File: config.mk
export PLATFORM = sky130hd
export DESIGN_NAME = phase_interleaver
export DESIGN_NICKNAME = d
export VERILOG_FILES = /design/src/rtl/phil_pkg.sv /design/src/rtl/strap_probe.sv /design/src/rtl/slot_rotor.sv /design/src/rtl/phase_interleaver.sv
export SDC_FILE = /design/constraint.sdc
export NUM_CORES = 1
export LEC_CHECK = 0
export BUFFER_PORTS_ARGS = -buffer_cell sky130_fd_sc_hd__buf_2
export CORE_MARGIN = 8
export CORE_UTILIZATION = 40
export DETAILED_ROUTE_END_ITERATION = 6
export GPL_TIMING_DRIVEN = 1
export HOLD_SLACK_MARGIN = 0.05
export PLACE_DENSITY = 0.72
export SYNTH_ARGS = -nofsm -noshare
export SYNTH_HDL_FRONTEND = slang
export SYNTH_SLANG_ARGS = --single-unit
File: constraint.sdc
create_clock -name clk -period 3 [get_ports clk]
set_clock_uncertainty 0.2 [all_clocks]
set_input_delay 0.6 -clock clk [delete_from_list [all_inputs] [get_ports clk]]
set_output_delay 0.6 -clock clk [all_outputs]
set_load 0.03 [all_outputs]
File: src/rtl/phil_pkg.sv
package phil_pkg;

    localparam int NUM_PH    = 3;
    localparam int PH_CNT_W  = $clog2(NUM_PH + 1);
    localparam int SLOT_W    = $clog2(NUM_PH);

    typedef enum logic [1:0] {
        ST_IDLE   = 2'd0,
        ST_PROBE  = 2'd1,
        ST_RUN    = 2'd2
    } ctl_state_e;

    typedef logic [NUM_PH-1:0] ph_vec_t;

    // strap decode: only the combination "phase 3 high" drops phase 3,
    // "phase 2 and 3 high" drops both; phase 2 alone high keeps all three
    function automatic ph_vec_t strap_to_mask(input logic p2_hi, input logic p3_hi);
        ph_vec_t m;
        if (p3_hi && p2_hi)      m = 3'b001;
        else if (p3_hi)          m = 3'b011;
        else                     m = 3'b111;
        return m;
    endfunction

    function automatic logic [PH_CNT_W-1:0] mask_count(input ph_vec_t m);
        logic [PH_CNT_W-1:0] c;
        c = '0;
        for (int i = 0; i < NUM_PH; i++) c = c + PH_CNT_W'(m[i]);
        return c;
    endfunction

endpackage

File: src/rtl/strap_probe.sv
module strap_probe
    import phil_pkg::*;
#(
    parameter int WIN_TICKS = 3
) (
    input  logic     clk,
    input  logic     rst,
    input  logic     en_i,
    input  logic     tick_i,
    input  logic     p2_hi_i,
    input  logic     p3_hi_i,
    output logic     run_o,
    output logic     probing_o,
    output logic     done_o,
    output ph_vec_t  mask_o
);
    localparam int CW = $clog2(WIN_TICKS + 1);

    ctl_state_e       state;
    logic [CW-1:0]    tcnt;
    logic [1:0]       seen_hi;
    logic [1:0]       seen_nx;

    assign seen_nx = seen_hi | {p3_hi_i, p2_hi_i};

    always_ff @(posedge clk) begin
        if (rst || !en_i) begin
            state   <= ST_IDLE;
            tcnt    <= '0;
            seen_hi <= '0;
            done_o  <= 1'b0;
            mask_o  <= '0;
        end else begin
            done_o <= 1'b0;
            unique case (state)
                ST_IDLE: begin
                    state   <= ST_PROBE;
                    tcnt    <= '0;
                    seen_hi <= '0;
                end
                ST_PROBE: begin
                    if (tick_i) begin
                        seen_hi <= seen_nx;
                        tcnt    <= tcnt + 1'b1;
                        if (tcnt == CW'(WIN_TICKS - 1)) begin
                            state  <= ST_RUN;
                            done_o <= 1'b1;
                            mask_o <= strap_to_mask(seen_nx[0], seen_nx[1]);
                        end
                    end
                end
                ST_RUN:  state <= ST_RUN;
                default: state <= ST_IDLE;
            endcase
        end
    end

    assign run_o     = (state == ST_RUN);
    assign probing_o = (state == ST_PROBE);

    assert_done_single_R2: assert property (@(posedge clk) disable iff (rst)
        done_o |=> !done_o);
    assert_done_enters_run_R2: assert property (@(posedge clk) disable iff (rst)
        (done_o && en_i) |-> run_o);
    assert_mask_hold_R4: assert property (@(posedge clk) disable iff (rst)
        (run_o && en_i) |=> $stable(mask_o));
    assert_phase1_fitted_R3: assert property (@(posedge clk) disable iff (rst)
        run_o |-> mask_o[0]);
endmodule

File: src/rtl/slot_rotor.sv
module slot_rotor
    import phil_pkg::*;
(
    input  logic                 clk,
    input  logic                 rst,
    input  logic                 run_i,
    input  logic                 tick_i,
    input  logic                 shed_i,
    input  logic [PH_CNT_W-1:0]  nph_i,
    output ph_vec_t              set_o
);
    logic [SLOT_W-1:0] slot;
    logic              resume;
    logic              last_slot;

    assign last_slot = (PH_CNT_W'(slot) == nph_i - PH_CNT_W'(1));

    always_ff @(posedge clk) begin
        if (rst || !run_i) begin
            slot   <= '0;
            resume <= 1'b0;
            set_o  <= '0;
        end else begin
            set_o <= '0;
            if (shed_i) resume <= 1'b1;
            if (tick_i) begin
                if (resume && !shed_i) begin
                    set_o  <= 3'b001;
                    slot   <= (nph_i == PH_CNT_W'(1)) ? '0 : SLOT_W'(1);
                    resume <= 1'b0;
                end else begin
                    if (!shed_i || slot == '0) set_o <= ph_vec_t'(3'b001 << slot);
                    slot <= last_slot ? '0 : slot + 1'b1;
                end
            end
        end
    end

    assert_set_onehot_R5: assert property (@(posedge clk) disable iff (rst)
        $onehot0(set_o));
    assert_set_needs_tick_R5: assert property (@(posedge clk) disable iff (rst)
        (!tick_i) |=> (set_o == '0));
    assert_shed_phase1_only_R6: assert property (@(posedge clk) disable iff (rst)
        (run_i && shed_i) |=> (set_o[2:1] == 2'b00));
    assert_idle_quiet_R10: assert property (@(posedge clk) disable iff (rst)
        (!run_i) |=> (set_o == '0));
endmodule

File: src/rtl/phase_interleaver.sv
module phase_interleaver
    import phil_pkg::*;
#(
    parameter int WIN_TICKS = 3
) (
    input  logic        clk,
    input  logic        rst,
    input  logic        en_i,
    input  logic        tick_i,
    input  logic        p2_hi_i,
    input  logic        p3_hi_i,
    input  logic        shed_i,
    output logic [2:0]  ph_en_o,
    output logic [2:0]  set_o,
    output logic [2:0]  pin_hiz_o,
    output logic        det_done_o,
    output logic        probe_sink_o,
    output logic        drv23_on_o
);
    logic                 running;
    ph_vec_t              mask;
    ph_vec_t              pulses;
    logic [PH_CNT_W-1:0]  nph;

    strap_probe #(.WIN_TICKS(WIN_TICKS)) u_probe (
        .clk       (clk),
        .rst       (rst),
        .en_i      (en_i),
        .tick_i    (tick_i),
        .p2_hi_i   (p2_hi_i),
        .p3_hi_i   (p3_hi_i),
        .run_o     (running),
        .probing_o (probe_sink_o),
        .done_o    (det_done_o),
        .mask_o    (mask)
    );

    assign nph = mask_count(mask);

    slot_rotor u_rotor (
        .clk    (clk),
        .rst    (rst),
        .run_i  (running && en_i),
        .tick_i (tick_i),
        .shed_i (shed_i),
        .nph_i  (nph),
        .set_o  (pulses)
    );

    assign ph_en_o    = mask;
    assign set_o      = pulses;
    assign pin_hiz_o  = running ? {~mask[2:1], 1'b0} : 3'b000;
    assign drv23_on_o = running && en_i && !shed_i && (nph > PH_CNT_W'(1));

    assert_set_in_mask_R5: assert property (@(posedge clk) disable iff (rst)
        ((set_o & ~ph_en_o) == 3'b000));
    assert_drv_multi_R8: assert property (@(posedge clk) disable iff (rst)
        drv23_on_o |-> ph_en_o[1]);
    assert_disable_clears_R9: assert property (@(posedge clk) disable iff (rst)
        (!en_i) |=> (ph_en_o == 3'b000 && !probe_sink_o));
    assert_probe_no_hiz_R4: assert property (@(posedge clk) disable iff (rst)
        probe_sink_o |-> (pin_hiz_o == 3'b000));
endmodule

==> metrics.md, run 1 <==
| Metric | Value |
|---|---|
| Crit Reg-Reg Endpoint | `u_rotor.slot[1]$_SDFFE_PP0P_` |
| Grt ovf | `0` |
| Nets | `119` |
| Final Hold Vio Count | `0` |
| Commonest non-fill, non-tap cell in the layout | `buf_2` |
| Layout cell share with drive strength beyond 1 | `0.250` |
| Share of flip-flops with an asynchronous set or reset | `0` |
| Seq/Total Area, Yosys | `0.396` |
| Yosys warning count | `0` |
| Num CTS Buffers | `3` |
| CTS-repair resized insts | `0` |
| Synthesized area per cell | `9.40 µm²` |
| Core area | `1940 µm²` |
| Largest net degree at the start of global routing | `12` |
| WL/cell | `12.4 µm` |
| Crit path kind | `reg -> out` |
| H-Tree Depth | `1` |
| CTS tree | `built` |
| Vias | `634` |
| Gpl congestion | `0.787` |
| Die Height | `61.0 µm` |
| Area delta synth->final | `16.9%` |
| Clock Sinks | `16` |
| Initial antenna violation count | `0` |
| Worst-Skew Late Latency | `0.28 ns` |
| Pre-Repair DR Iteration Count | `4` |
| Hold endpoint | `u_probe.tcnt[0]$_SDFFE_PP0P_` |
| Synth Flop Type | `dfxtp_1` |
| Worst-path clk slew | `0.09 ns` |
| Worst setup margin | `0.835 ns` |
| Critical path endpoint category | `output pin` |
| Setup TNS | `0 ns` |
| Tot GR Track Use | `0.0927` |
| Most frequent cells in the layout | `buf_2 (17), dfxtp_1 (16), inv_1 (8)` |
| Worst Setup Start Kind | `flip-flop` |
| Syn Nets | `100` |
| Yosys top cell by area | `dfxtp_1` |
| P_leak | `0.390 nW` |
| Worst VDD drop | `0.296 mV` |
| Synth top area cells | `dfxtp_1 (40%), ha_1 (9.3%), mux2i_1 (3.7%)` |
| CP arrival | `1.36 ns` |
| Vias in the first global route | `610` |
| Hold slack | `0.274 ns` |
| DRT antenna net count | `0` |
| Die ar. | `3710 µm²` |
| First-pass GRT wire length | `2.56 mm` |
| Routed vias/inst | `4.84` |
| Rows | `16` |
| RSZ-0062 raised after global routing | `no` |
| Final setup viols | `0` |
| Port bufs | `17` |
| Root buffer cell | `clkbuf_4` |
| CP Data Required Time | `2.20 ns` |
| R2R setup slack | `0.88 ns` |
| Crit share post-route | `0.722` |
| DRC | `0` |
| EDFF count, synth | `0` |
| Hold crit path type | `reg -> reg` |
| Yosys top cell area share | `0.396` |
| Post-DP HPWL | `1.30 mm` |
| Fin. max-slew vios | `0` |
| Effective utilization at floorplan | `0.416` |
| Wirelength, routed | `1.62 mm` |
| Fmax | `0.462 GHz` |
| Post-CTS setup buffer count | `0` |
| Hold Startpoint | `u_probe.tcnt[0]$_SDFFE_PP0P_` |
| Pwr dens | `421 nW/µm²` |
| Worst-path fanout max | `3` |
| Iter 0 DRT Violations | `15` |
| #FFs+latches synth | `16` |
| Die W | `61.0 µm` |
| Worst hold path depth | `2` |
| IO Pins | `19` |
| Finished Core Util | `0.486` |
| Hold_buf cts | `0` |
| CTS Buffer Depth | `2` |
| ANT cells | `0` |
| FF-to-FF Start | `u_probe.mask_o[0]$_SDFFE_PP0P_` |
| Cell Area, Synth | `808 µm²` |
| Pre-CTS WS | `0.895 ns` |
| Synth Instances | `86` |
| MaxCap Viol Count | `0` |
| Yosys cell types | `32` |
| Tmin final | `2.16 ns` |
| R2R depth | `5` |
| Outcome | `finished clean` |
-- metal layers --
metal  GRT usage  vias up  wire length (µm)
met5           0        -                 0
met4      0.0199        0                 0
met3      0.0403        0               108
met2       0.155       18               778
met1       0.106      288               733
li1            -      328                 -
-- layout make-up --
type / count / area (µm²)
Multi-Input combinational cell: 59 / 439
Sequential cell: 16 / 320
Inverter: 8 / 30.0
Clock buffer: 4 / 36.3
Tap cell: 27 / 33.8
Fill cell: 200 / 997
Timing Repair Buffer: 17 / 85.1
-- per-stage QoR --
stage          cell area [µm²]  cells  total power [mW]
6_report                   945    131             0.398
5_1_grt                    945    131             0.419
4_1_cts                    945    131             0.406
3_5_place_dp               908    127             0.261
3_3_place_gp               908    127             0.260
2_1_floorplan              808     86             0.251
-- worst max-delay path by stage --
stage	start	to	slack [ns]
after CTS	u_probe.mask_o[0]$_SDFFE_PP0P_	drv23_on_o	0.82
final	u_probe.mask_o[0]$_SDFFE_PP0P_	drv23_on_o	0.84
after floorplan	u_probe.mask_o[1]$_SDFFE_PP0P_	drv23_on_o	0.69
after global placement	u_probe.mask_o[0]$_SDFFE_PP0P_	u_rotor.slot[1]$_SDFFE_PP0P_	0.96
after global routing	u_probe.state[0]$_SDFFE_PP0P_	drv23_on_o	0.74
after detailed placement	u_probe.mask_o[0]$_SDFFE_PP0P_	u_rotor.slot[1]$_SDFFE_PP0P_	0.89
-- registers in the layout (all words and copies together), names as in the netlist --
| signal | flops |
|---|---|
| u_rotor.slot | 2 |
| u_rotor.resume | 1 |
| u_rotor.set_o | 3 |
| u_probe.tcnt | 2 |
| u_probe.seen_hi | 2 |
| u_probe.state | 2 |
| u_probe.mask_o | 3 |
| u_probe.done_o | 1 |
-- kinds of logic (layout without fill, tap and decap cells) --
| group | Yosys count | after routing | share of synthesized area |
|---|---|---|---|
| AO/OA/AOI/OAI | 16 | 16 | 0.142 |
| XOR/XNOR | 2 | 2 | 0.0217 |
| adder cells (fa/ha/maj) | 7 | 7 | 0.118 |
| buffers and inverters | 11 | 29 | 0.0604 |
| flip-flops | 16 | 16 | 0.396 |
| multiplexers | 3 | 3 | 0.0372 |
| other | 1 | 1 | 0.00464 |
| AND/OR/NAND/NOR | 30 | 30 | 0.220 |
-- cells in the mapped netlist, drive strengths merged, types with 2 or more instances --
library cell,count
dfxtp,16
inv,8
nor2,7
a21oi,6
ha,6
nand3,5
nand2,4
nand2b,4
mux2i,3
nor2b,3
nor3,3
a32oi,2
buf,2
o21a,2
-- power by group --
group          internal [mW]  switching, mW  leakage [nW]  total [mW]
clock network         0.0738         0.0672        0.0210       0.141
registers              0.215        0.00163         0.129       0.216
logic                 0.0141         0.0264         0.240      0.0406
-- worst max-delay path, stage by stage (launching register included) --
cell and delay (ns):
dfxtp_1 0.35, fa_1 0.41, inv_1 0.10, nor3_1 0.06
buf_2 0.17
Note: power is estimated with default switching activity, not from simulation.
==> run 2: changes to the inputs <==
==> constraint.sdc (replaced) <==
create_clock -name clk -period 2 [get_ports clk]
set_clock_uncertainty 0.2 [all_clocks]
set_input_delay 0.4 -clock clk [delete_from_list [all_inputs] [get_ports clk]]
set_output_delay 0.4 -clock clk [all_outputs]
set_load 0.03 [all_outputs]
==> run 2 against run 1 <==
Net effect:
- design area rose by 5.7%
- core utilization rose by 2.8 points
- critical endpoint is now u_rotor.slot[1]$_SDFFE_PP0P_
- via count grew 6.5%
- worst hold slack lost 0.088 ns
- the flow now finishes with violations (negative setup slack)
- sequential share of layout area decreased by 0.70 points
==> metrics.md, run 2 (same netlist as run 1, synthesis figures left out) <==
| Metric | Value |
|---|---|
| Iter 0 DRT Violations | `6` |
| ANT cells | `0` |
| Hold crit path type | `in -> reg` |
| Wirelength, routed | `1.66 mm` |
| MaxCap Viol Count | `0` |
| Design Area, Final | `998 µm²` |
| Die W | `61.0 µm` |
| Pwr Total | `557 µW` |
| Area delta synth->final | `23.5%` |
| Pwr dens | `558 nW/µm²` |
| Gpl congestion | `0.826` |
| Core area | `1940 µm²` |
| Failing checks | `negative setup slack` |
| Crit Reg-Reg Endpoint | `u_rotor.slot[1]$_SDFFE_PP0P_` |
| Critical path endpoint category | `flip-flop` |
| Die Height | `61.0 µm` |
| Worst setup margin | `-0.0237 ns` |
| Final setup viols | `1` |
| Outcome | `finished, violations left` |
| Die ar. | `3710 µm²` |
| Port bufs | `17` |
| Hold slack | `0.186 ns` |
| Worst-path fanout max | `3` |
| Effective utilization at floorplan | `0.416` |
| R2R setup slack | `-0.02 ns` |
| Pre-Repair DR Iteration Count | `4` |
| Final Hold Vio Count | `0` |
| Fmax | `0.494 GHz` |
| Crit path kind | `reg -> reg` |
| Clock Sinks | `16` |
| Layout cell share with drive strength beyond 1 | `0.346` |
| Root buffer cell | `clkbuf_4` |
| CP Data Required Time | `1.99 ns` |
| CTS tree | `built` |
| Routed vias/inst | `5.04` |
| DRC | `0` |
| Commonest non-fill, non-tap cell in the layout | `buf_2` |
| FF/Latch Area | `332 µm²` |
| RSZ-0062 raised after global routing | `yes` |
| H-Tree Depth | `1` |
| Worst-Skew Late Latency | `0.28 ns` |
| Num CTS Buffers | `3` |
| Critical path endpoint | `u_rotor.slot[1]$_SDFFE_PP0P_` |
| Non-Filler Instances | `134` |
| Worst-path clk slew | `0.09 ns` |
| Most frequent cells in the layout | `buf_2 (16), dfxtp_1 (13), inv_1 (7), nor2_1 (7), a21oi_1 (5)` |
| CTS Buffer Depth | `2` |
| Largest registers | `u_probe.mask_o: 3 flops, u_rotor.set_o: 3 flops` |
| Rows | `16` |
| Vias | `675` |
| Crit share post-route | `1.01` |
| First-pass GRT wire length | `2.69 mm` |
| Grt ovf | `0` |
| WL/cell | `12.4 µm` |
| Fin. max-slew vios | `0` |
| Tot GR Track Use | `0.0977` |
| DRT antenna net count | `0` |
| CP arrival | `2.02 ns` |
| CP peak stage delay | `0.60 ns` |
| Largest net degree at the start of global routing | `12` |
| Cell chain of the critical path | `fa_2 -> ha_4 -> xnor2_2 -> a2111o_1 -> o31ai_1` |
| DP Area | `942 µm²` |
| Worst Setup SP | `u_probe.mask_o[0]$_SDFFE_PP0P_` |
| Tmin final | `2.02 ns` |
| Vias in the first global route | `673` |
| Initial antenna violation count | `0` |
| Worst VDD drop | `0.357 mV` |
| Nets | `122` |
| R2R depth | `5` |
| Cells after DPL | `130` |
| P_leak | `0.406 nW` |
| Crit-path slowest cell | `fa_2` |
| Worst Setup Start Kind | `flip-flop` |
| Area of the multi-input gates | `467 µm²` |
| FF-to-FF Start | `u_probe.mask_o[0]$_SDFFE_PP0P_` |
| IO Pins | `19` |
| Finished Core Util | `0.514` |
| Post-DP HPWL | `1.32 mm` |
| Fill count | `194` |
[run 2: cell types whose count changed in the layout (fill, tap and decap cells not counted), moves of 2 or more]
cell	previous run	this run
ha_2	0	2
dfxtp_4	0	3
buf_4	0	4
ha_1	6	3
dfxtp_1	16	13
[run 2: cell type report]
type / instances / share of cell area
Multi-Input combinational cell: 59 / 0.467
Clock buffer: 4 / 0.0263
Tap cell: 27 / 0.0338
Inverter: 8 / 0.0301
Sequential cell: 16 / 0.332
Timing Repair Buffer: 20 / 0.110
[run 2: worst min path at each step]
stage / startpoint / endpoint / slack, ns / cells past startpoint
after floorplan: u_probe.tcnt[0]$_SDFFE_PP0P_ / u_probe.tcnt[0]$_SDFFE_PP0P_ / 0.24 / 2
after global placement: u_probe.tcnt[0]$_SDFFE_PP0P_ / u_probe.tcnt[0]$_SDFFE_PP0P_ / 0.26 / 2
after detailed placement: u_probe.mask_o[0]$_SDFFE_PP0P_ / u_probe.mask_o[0]$_SDFFE_PP0P_ / 0.27 / 2
after CTS: shed_i / u_rotor.resume$_SDFF_PP0_ / 0.18 / 3
after global routing: shed_i / u_rotor.resume$_SDFF_PP0_ / 0.19 / 3
final: shed_i / u_rotor.resume$_SDFF_PP0_ / 0.19 / 3
[run 2: metal layers]
layer	part of all wire	global-route usage
met1	0.43	0.0972
met2	0.50	0.175
met3	0.064	0.0339
met4	0.0048	0.0498
met5	0	0
[run 2: where the power goes]
group          switching [mW]  leakage [nW]  total, mW  internal (mW)
clock                  0.0985        0.0150      0.176         0.0773
sequential            0.00263         0.132      0.320          0.318
combinational          0.0394         0.260     0.0612         0.0218
total                   0.141         0.406      0.557          0.417
[run 2: metrics by stage]
step / setup TNS, ns / setup slack, ns
floorplan: -0.0476 / -0.0476
global placement: 0 / 0.0256
detailed placement: -0.00699 / -0.00699
CTS: -0.0104 / -0.0104
global route: -0.105 / -0.0648
finish: -0.0237 / -0.0237
[run 2: what timing repair did]
| action | CTS | global route |
|---|---|---|
| hold endpoints to repair | 0 | 0 |
| setup endpoints to repair | 1 | 6 |
| resized for setup | 0 | 7 |
| buffers inserted | 0 | 0 |
| hold buffers | 0 | 0 |
| pin swaps | 1 | 2 |
[run 2: critical path: cells and delay by family (launching register included)]
kind | cells | cell delay, ns
flops | 1 | 0.36
compound gates | 2 | 0.43
fa+ha+maj | 2 | 0.81
xor+xnor | 1 | 0.14
==> run 3: changes to the inputs <==
--- a/config.mk
+++ b/config.mk
@@ -14,4 +14,5 @@
 export PLACE_DENSITY = 0.72
 export SYNTH_ARGS = -nofsm -noshare
 export SYNTH_HDL_FRONTEND = slang
+export SYNTH_HIERARCHICAL = 1
 export SYNTH_SLANG_ARGS = --single-unit
==> run 3 against run 2 <==
Net effect:
- the run still ends with negative setup slack left
- first-iteration DRC count is 120% higher
- global-route usage is 0.45 points higher
- clock power is 24% higher
- via count is 2.5% lower
- highest routed layer unchanged
==> metrics.md, run 3 <==
| Metric | Value |
|---|---|
| Outcome | `finished, violations left` |
| Failing checks | `negative setup slack` |
| Seq/Total Area, Yosys | `0.396` |
| Crit share post-route | `1.02` |
| Die W | `61.0 µm` |
| Flop pwr share | `0.535` |
| Hold slack | `0.191 ns` |
| Crit path kind | `reg -> reg` |
| H-Tree Depth | `1` |
| Cell chain of the critical path | `fa_2 -> ha_4 -> xor2_2 -> o211a_1 -> o221a_1` |
| R2R depth | `5` |
| Final Hold Vio Count | `0` |
| Largest registers | `u_probe/mask_o: 3 flops, u_rotor/set_o: 3 flops` |
| Design Area, Final | `1020 µm²` |
| Port bufs | `17` |
| Yosys top cell by area | `dfxtp_1` |
| P_leak | `0.430 nW` |
| Worst Setup Start Kind | `flip-flop` |
| Commonest non-fill, non-tap cell in the layout | `buf_2` |
| Worst-Skew Late Latency | `0.29 ns` |
| Vias | `658` |
| First-pass GRT wire length | `2.82 mm` |
| Worst-path fanout max | `2` |
| Pwr dens | `586 nW/µm²` |
| Num CTS Buffers | `3` |
| Post-DP HPWL | `1.35 mm` |
| Most common library cells after synthesis | `dfxtp_1 (16), inv_1 (9), ha_1 (8)` |
| Buffers and inverters on the worst path | `0` |
| Iter 0 DRT Violations | `13` |
| Tmin final | `2.03 ns` |
| MaxCap Viol Count | `0` |
| #FFs+latches synth | `16` |
| Synth Instances | `87` |
| Initial antenna violation count | `0` |
| CTS Buffer Depth | `2` |
| DP Area | `957 µm²` |
| Critical path endpoint category | `flip-flop` |
| Hold crit path type | `in -> reg` |
| Core area | `1940 µm²` |
| FF-to-FF Start | `u_probe/mask_o[2]$_SDFFE_PP0P_` |
| Combinational share of power | `0.100` |
| Nets | `127` |
| Worst hold path depth | `3` |
| CP peak stage delay | `0.60 ns` |
| Root buffer cell | `clkbuf_4` |
| Switching Fraction | `0.249` |
| Pwr Total | `600 µW` |
| Pre-Repair DR Iteration Count | `4` |
| Wirelength, routed | `1.74 mm` |
| Gpl congestion | `0.823` |
| Pre-CTS WS | `-0.0431 ns` |
| Effective utilization at floorplan | `0.416` |
| Fmax | `0.492 GHz` |
| ANT cells | `0` |
| Most frequent cell after synthesis | `dfxtp_1` |
| Finished Core Util | `0.527` |
| Yosys warning count | `6` |
| Hold_buf cts | `0` |
| CTS tree | `built` |
| Yosys top cell area share | `0.396` |
| RSZ-0062 raised after global routing | `yes` |
| Fin. max-slew vios | `0` |
| Die Height | `61.0 µm` |
| Worst setup margin | `-0.0340 ns` |
| Share of flip-flops with an asynchronous set or reset | `0` |
| Worst-path clk slew | `0.09 ns` |
| Yosys cell types | `32` |
| Rows | `16` |
| Hold endpoint | `u_probe/seen_hi[0]$_SDFFE_PP0P_` |
| DRT antenna net count | `0` |
| Syn Nets | `103` |
| Crit path depth | `5` |
| CP arrival | `2.02 ns` |
| IO Pins | `19` |
| Most frequent cells in the layout | `buf_2 (16), dfxtp_1 (12), inv_1 (9)` |
| Area delta synth->final | `26.6%` |
| Layout cell share with drive strength beyond 1 | `0.318` |
| Crit-path slowest cell | `fa_2` |
| Tot GR Track Use | `0.102` |
| Post-CTS setup buffer count | `0` |
| Clock Sinks | `16` |
| Synthesized area per cell | `9.29 µm²` |
| NetSw | `150 µW` |
| Largest net degree at the start of global routing | `15` |
| Routed vias/inst | `4.80` |
| Worst VDD drop | `0.393 mV` |
| Delay-heaviest family, CP | `adder cells` |
| Hold Startpoint | `p2_hi_i` |
| Grt ovf | `0` |
| Cell Area, Synth | `808 µm²` |
| Internal | `450 µW` |
| Synth top area cells | `dfxtp_1 (40%), ha_1 (12%), inv_1 (4.2%)` |
| CP Data Required Time | `1.98 ns` |
| WL/cell | `12.7 µm` |
| EDFF count, synth | `0` |
| R2R setup slack | `-0.03 ns` |
| Power share of the clock group | `0.365` |
| Synth Flop Type | `dfxtp_1` |
| DRC | `0` |
| Die ar. | `3710 µm²` |
| Vias in the first global route | `693` |
| Final setup viols | `1` |
| Crit Reg-Reg Endpoint | `u_rotor/slot[0]$_SDFFE_PP0P_` |
run 3: stage by stage:
step                      setup TNS, ns  instances
after floorplan                 -0.0481         87
after global placement                0        133
after detailed placement        -0.0431        133
after CTS                       -0.0290        137
after global routing             -0.109        137
final                           -0.0340        137
run 3: kinds of logic (layout without fill, tap and decap cells):
logic type / after synthesis / after routing / share of synthesized area
other cells: 1 / 1 / 0.00464
fa+ha+maj: 9 / 9 / 0.149
flops: 16 / 16 / 0.396
compound gates: 15 / 15 / 0.133
buf+inv: 11 / 34 / 0.0557
simple gates: 30 / 30 / 0.203
mux: 3 / 3 / 0.0372
xor+xnor: 2 / 2 / 0.0217
run 3: cell type report:
type,instances,area (µm²)
tap,27,33.8
multi-input combinational,60,465
inverter,9,33.8
fill,194,918
timing repair buffer,21,121
clock buffer,4,36.3
sequential,16,333
run 3: tightest hold or removal path, stage by stage:
cell and delay, ns:
buf_2 0.09, a32oi_1 0.08, nor2_1 0.08
run 3: layer usage:
layer / wire (µm) / track usage / up-vias / part of all wire
li1: - / - / 342 / -
met3: 93 / 0.0275 / 2 / 0.053
met5: 0 / 0 / - / 0
met1: 748 / 0.0979 / 301 / 0.43
met2: 877 / 0.196 / 13 / 0.50
met4: 19 / 0.0465 / 0 / 0.011
run 3: how the worst max path moves through the flow:
stage                                         endpoint  slack, ns                            from
final                     u_rotor/slot[0]$_SDFFE_PP0P_      -0.03  u_probe/mask_o[2]$_SDFFE_PP0P_
after global routing      u_rotor/slot[0]$_SDFFE_PP0P_      -0.08  u_probe/mask_o[2]$_SDFFE_PP0P_
after CTS                 u_rotor/slot[0]$_SDFFE_PP0P_      -0.03  u_probe/mask_o[1]$_SDFFE_PP0P_
after detailed placement  u_rotor/slot[0]$_SDFFE_PP0P_      -0.04  u_probe/mask_o[2]$_SDFFE_PP0P_
after global placement    u_rotor/slot[0]$_SDFFE_PP0P_       0.01  u_probe/mask_o[2]$_SDFFE_PP0P_
after floorplan           u_rotor/slot[0]$_SDFFE_PP0P_      -0.05  u_probe/mask_o[2]$_SDFFE_PP0P_
run 3: repair_timing:
action / CTS / global route
resized for setup: 5 / 1
endpoints found under the setup margin: 2 / 2
pin swaps: 2 / 1
hold endpoints to repair: 0 / 0
run 3: power groups by stage:
stage | clock [mW] | combinational, mW | sequential [mW]
2_1_floorplan | 0 | 0.0404 | 0.328
5_1_grt | 0.240 | 0.0661 | 0.322
4_1_cts | 0.225 | 0.0605 | 0.321
3_5_place_dp | 0 | 0.0603 | 0.328
3_3_place_gp | 0 | 0.0580 | 0.328
6_report | 0.219 | 0.0599 | 0.321
